==> config.mk <==
export PLATFORM = sky130hd
export DESIGN_NAME = pixel_latency_buffer
export DESIGN_NICKNAME = d
export VERILOG_FILES = /design/src/rtl/pixbuf_pkg.sv /design/src/rtl/pixbuf_gray_dec.sv /design/src/rtl/pixbuf_delay_unit.sv /design/src/rtl/pixbuf_event_fifo.sv /design/src/rtl/pixel_latency_buffer.sv
export SDC_FILE = /design/constraint.sdc
export NUM_CORES = 1
export LEC_CHECK = 0
export BUFFER_PORTS_ARGS = -buffer_cell sky130_fd_sc_hd__clkbuf_2
export CAP_MARGIN = 25
export CORE_MARGIN = 2
export CORE_UTILIZATION = 35
export CTS_CLUSTER_SIZE = 20
export DETAILED_ROUTE_END_ITERATION = 8
export MAX_ROUTING_LAYER = met4
export PLACE_DENSITY_LB_ADDON = 0.12
export RECOVER_POWER = 50
export SLEW_MARGIN = 20
export SYNTH_ARGS = -nofsm -noshare
export SYNTH_HDL_FRONTEND = slang
export SYNTH_SLANG_ARGS = --single-unit
==> constraint.sdc <==
create_clock -name clk -period 7 [get_ports clk]
set_input_delay 0.35 -clock clk [delete_from_list [all_inputs] [get_ports clk]]
set_output_delay 0.35 -clock clk [all_outputs]
set_load 0.02 [all_outputs]
==> src/rtl/pixbuf_pkg.sv <==
package pixbuf_pkg;
  parameter int STAMP_W_DEF    = 8;
  parameter int FIFO_DEPTH_DEF = 4;
  parameter int SLOTS_DEF      = 2;
endpackage

==> src/rtl/pixbuf_gray_dec.sv <==
module pixbuf_gray_dec #(
  parameter int W = 8
) (
  input  logic [W-1:0] gray_i,
  output logic [W-1:0] bin_o
);
  // each binary bit is the parity of the Gray bits at and above it
  for (genvar i = 0; i < W; i++) begin : g_bit
    assign bin_o[i] = ^gray_i[W-1:i];
  end
endmodule

==> src/rtl/pixbuf_delay_unit.sv <==
module pixbuf_delay_unit #(
  parameter int STAMP_W = 8
) (
  input  logic               clk,
  input  logic               rst,
  input  logic               clr_i,
  input  logic               load_i,
  input  logic [STAMP_W-1:0] now_i,
  input  logic [STAMP_W-1:0] period_m1_i,
  input  logic [STAMP_W-1:0] latency_i,
  output logic               busy_o,
  output logic               mature_o
);
  localparam int EW = STAMP_W + 1;

  logic               busy_q;
  logic [STAMP_W-1:0] stamp_q;
  logic [EW-1:0]      age;

  // age of the held stamp, modulo period
  always_comb begin
    if (now_i >= stamp_q)
      age = EW'(now_i) - EW'(stamp_q);
    else
      age = EW'(now_i) + EW'(period_m1_i) + EW'(1) - EW'(stamp_q);
  end

  assign mature_o = busy_q && (age == EW'(latency_i));
  assign busy_o   = busy_q;

  always_ff @(posedge clk) begin
    if (rst || clr_i) begin
      busy_q  <= 1'b0;
      stamp_q <= '0;
    end else if (load_i) begin
      busy_q  <= 1'b1;
      stamp_q <= now_i;
    end else if (mature_o) begin
      busy_q  <= 1'b0;
    end
  end
endmodule

==> src/rtl/pixbuf_event_fifo.sv <==
module pixbuf_event_fifo #(
  parameter int DEPTH = 4,
  parameter int AW    = 2
) (
  input  logic          clk,
  input  logic          rst,
  input  logic          clr_i,
  input  logic          we_i,
  input  logic [AW-1:0] waddr_i,
  input  logic          wdata_i,
  input  logic [AW-1:0] raddr_i,
  output logic          rdata_o
);
  logic [DEPTH-1:0] mem_q;
  logic             rd_q;

  always_ff @(posedge clk) begin
    if (rst || clr_i) begin
      mem_q <= '0;
    end else if (we_i) begin
      mem_q[waddr_i] <= wdata_i;
    end
  end

  // registered read, old data on a same-cycle write
  always_ff @(posedge clk) begin
    if (rst) rd_q <= 1'b0;
    else     rd_q <= mem_q[raddr_i];
  end

  assign rdata_o = rd_q;
endmodule

==> src/rtl/pixel_latency_buffer.sv <==
module pixel_latency_buffer
  import pixbuf_pkg::*;
#(
  parameter int STAMP_W    = STAMP_W_DEF,
  parameter int FIFO_DEPTH = FIFO_DEPTH_DEF,
  parameter int SLOTS      = SLOTS_DEF,
  localparam int PTR_W     = $clog2(FIFO_DEPTH)
) (
  input  logic               clk,
  input  logic               rst,
  input  logic               clr_i,
  input  logic               hit_i,
  input  logic               mask_i,
  input  logic [STAMP_W-1:0] stamp_gray_i,
  input  logic [STAMP_W-1:0] period_m1_i,
  input  logic [STAMP_W-1:0] latency_i,
  input  logic               strobe_i,
  input  logic [PTR_W-1:0]   wr_gray_i,
  input  logic [PTR_W-1:0]   rd_gray_i,
  output logic               hit_o,
  output logic               ovf_o
);
  logic [STAMP_W-1:0] now_bin;
  logic [PTR_W-1:0]   wr_bin;
  logic [PTR_W-1:0]   rd_bin;
  logic [SLOTS-1:0]   busy_vec;
  logic [SLOTS-1:0]   load_vec;
  logic [SLOTS-1:0]   expire_vec;
  logic               capture;
  logic               coinc;
  logic               ovf_q;

  pixbuf_gray_dec #(.W(STAMP_W)) u_stamp_dec (.gray_i(stamp_gray_i), .bin_o(now_bin));
  pixbuf_gray_dec #(.W(PTR_W))   u_wr_dec    (.gray_i(wr_gray_i),    .bin_o(wr_bin));
  pixbuf_gray_dec #(.W(PTR_W))   u_rd_dec    (.gray_i(rd_gray_i),    .bin_o(rd_bin));

  assign capture = hit_i && !mask_i;

  // lowest free unit takes the new hit
  always_comb begin
    logic taken;
    taken    = 1'b0;
    load_vec = '0;
    for (int i = 0; i < SLOTS; i++) begin
      if (capture && !busy_vec[i] && !taken) begin
        load_vec[i] = 1'b1;
        taken       = 1'b1;
      end
    end
  end

  for (genvar u = 0; u < SLOTS; u++) begin : g_unit
    pixbuf_delay_unit #(.STAMP_W(STAMP_W)) u_dly (
      .clk        (clk),
      .rst        (rst),
      .clr_i      (clr_i),
      .load_i     (load_vec[u]),
      .now_i      (now_bin),
      .period_m1_i(period_m1_i),
      .latency_i  (latency_i),
      .busy_o     (busy_vec[u]),
      .mature_o   (expire_vec[u])
    );
  end

  assign coinc = |expire_vec;

  pixbuf_event_fifo #(.DEPTH(FIFO_DEPTH), .AW(PTR_W)) u_fifo (
    .clk    (clk),
    .rst    (rst),
    .clr_i  (clr_i),
    .we_i   (strobe_i),
    .waddr_i(wr_bin),
    .wdata_i(coinc),
    .raddr_i(rd_bin),
    .rdata_o(hit_o)
  );

  always_ff @(posedge clk) begin
    if (rst || clr_i)                 ovf_q <= 1'b0;
    else if (capture && (&busy_vec))  ovf_q <= 1'b1;
  end

  assign ovf_o = ovf_q;
endmodule

==> metrics.cfg <==
[synth]
synth_area_leaders=ha_1 (15%), dfxtp_1 (14%), nor2_1 (4.8%)
synth_top_family_by_area=compound AO/OA/AOI/OAI gates
synth_fa_ha_area_share_pct=17.43
ys_ff_latch=24
synth_edf_count=0
syn_nets=506
yosys.area.top_type_share_pct=14.52
synth_area_per_cell_um2=8.070
yosys_warnings=0
ys_types=73
muxShareOfSynthArea_pct=3.885
yosysTopAreaCell=ha_1
synth_compound_area_share_pct=25.13
synthCells=427
synth-xor-area-share_pct=12.31
synthArstFlopShare_pct=0
synth_ff_type=dfxtp_1
synth_area_um2=3446
yosys.area_share.simple_pct=22.66
ys_seq_area_share_pct=13.94

[critical_path]
crit_path_end_kind=register
critPathTopFamily=XOR/XNOR gates
worstSetupStartpointType=input pin
cp_max_fo=7
critPathBufInv=1
worst_path_largest_cell_delay_ns=0.53
crit_slowest_cell=xnor2_1
critPathKind=input pin to register
worstPathArrival_ns=5.80
cpMostUsedCell=xnor2_4
cp.required_ns=7.11

[clocking]
postCtsResizedCells=0
clk_pin_slew_ns=0.09
numClockSinks=24
cts_buffers=3
cts_hold_buf=0
clk_latency_ns=0.27
root_buffer=clkbuf_8
htree_num_levels=1
cts_tree=yes
clockBufferDepth=2
post-cts-setup-buffers=0

[detailed_routing]
vias=3224
drt-total-wl_um=10020
drt-initial-drc-count=117
routedWlPerCell_um=16.96
drcViolationCount=0
ant_nets=0
viasPerCell=5.455
drt_first_pass_iters=5

[timing]
fin_crit_ns=5.687
finalClockSkew_ns=0.003048
hold_viol_final=0
setup_violations=0
max_slew_margin_pct=16.94
fin_crit_sh_pct=81.24
rsz0062_at_grt=no
tightest_slew_ns=1.246
max_freq_mhz=175.8
final.setup.tns_ns=0
slew_violations=0

[die]
die_area_um2=10650
die_h_um=103.2
core_region_area_um2=9684
start_util_pct=35.58
io-pin-count=36
fp-row-count=36
die_x_um=103.2

[cells_and_area]
syn2layout_area_growth_pct=10.53
diodes=0
finalCoreUtilization_pct=39.33
drive_gt1_share_pct=12.45
layout.nets=538

[status]
status=finished clean

[grt]
grt_pass1_wl_um=15920
track_usage_pct=20.07
grt.overflow.total=0
grt_pass1_vias=3015
grt_antenna_before_repair=0
grt_max_degree=18

[power]
p_leak_uw=0.001521
ir_drop_mv=0.1195
power.density_nw_per_um2=299.8

[min_path]
hp-class=input pin to register

[flow_run]
cap_violations=0

[place]
dp_hpwl_um=8522
port_buffers=35
place.gp.congestion=0.8737

-- kinds of logic (layout without fill, tap and decap cells) --
family                     after synthesis  count (layout)
xor gates and xnor gates                36              36
AOI/OAI and AO/OA                      128             128
DFF                                     24              24
buffers and inverters                   40              71
muxes                                   12              12
adders and majority gates               45              45
and+or+nand+nor                        142             142
-- cell type report --
cell class	count	area, um^2
fillers	991	5876
multi-input cells	363	2798
flip-flops and latches	24	480.5
repair buffers	36	176.4
well taps	133	166.4
inverters	31	116.4
clock buffers	3	41.29
clock inverters	1	30.03
-- path summary, 6_finish.rpt --
kind                                                  from                endpoint  slack (ns)  cells after the start
worst max-delay path                       stamp_gray_i[7]  g_unit[1].u_dly.busy_o        1.31                     26
worst min-delay path                                   rst          u_fifo.rdata_o        0.26                      2
worst max register to register  g_unit[1].u_dly.stamp_q[6]  g_unit[1].u_dly.busy_o        3.66                     11
worst min register to register                       ovf_o                   ovf_o        0.49                      2
-- power by group --
part	leakage, uW	internal (uW)	switching [uW]
logic	0.00129	379	499
registers	0.000194	139	1.71
clock network	0.0000357	76.5	47.6
-- synthesized netlist by cell type, types with 11 or more instances --
library cell / number
xor2_1: 13
nor2b_1: 11
a211oi_1: 12
ha_1: 40
inv_1: 30
xnor2_1: 16
nor2_1: 44
dfxtp_1: 24
o21ai_0: 20
a21oi_1: 31
nand2_1: 17
-- layer usage --
layer | global-route usage, % | wire (um) | share of wire [%]
met1 | 27.57 | 4856 | 48
met4 | 4.555 | 136 | 1.4
met2 | 32.57 | 4690 | 47
met3 | 1.277 | 340 | 3.4
met5 | - | 0 | 0
-- sequential cells by signal, indices dropped and copies added (netlist names) --
signal	cells
g_unit.u_dly.busy_o	2
ovf_o	1
u_fifo.mem_q	4
g_unit.u_dly.stamp_q	16
u_fifo.rdata_o	1
-- cells in the final DEF (no fill, tap or decap), types with 3 or more instances in the layout --
cell type	netlist	final
nor2_1	44	44
ha_1	40	40
clkbuf_2	0	33
a21oi_1	31	31
inv_1	30	30
dfxtp_1	24	24
o21ai_0	20	20
xnor2_1	16	17
nand2_1	17	17
xor2_1	13	13
a211oi_1	12	12
nor2b_1	11	11
nand2b_1	10	10
nor3_1	10	10
mux2i_1	10	10
o21a_1	9	9
a21o_1	9	9
o21ai_1	7	7
nand4_1	6	6
nor3b_1	6	6
or3_1	6	6
xnor2_4	5	5
nand3_1	5	5
fa_1	5	5
o31a_1	4	4
a31oi_1	4	4
nand3b_1	4	4
or4_1	3	3
a22oi_1	3	3
o211ai_1	3	3
and2_1	3	3
clkbuf_8	0	3
clkbuf_1	5	3
-- metrics by stage --
stage                     cells  hold WS, ns  setup slack, ns  power, uW  instance area, um^2
after CTS                   591       0.2475            1.528       1141                 3822
after floorplan             427       0.4216            2.184      822.8                 3446
after detailed placement    587       0.4628            1.230       1011                 3751
final                       591       0.2550            1.313       1142                 3809
after global routing        591       0.2491           0.7600       1254                 3809
after global placement      586       0.4585            1.353       1004                 3744
Note: power is estimated with default switching activity, not from simulation.
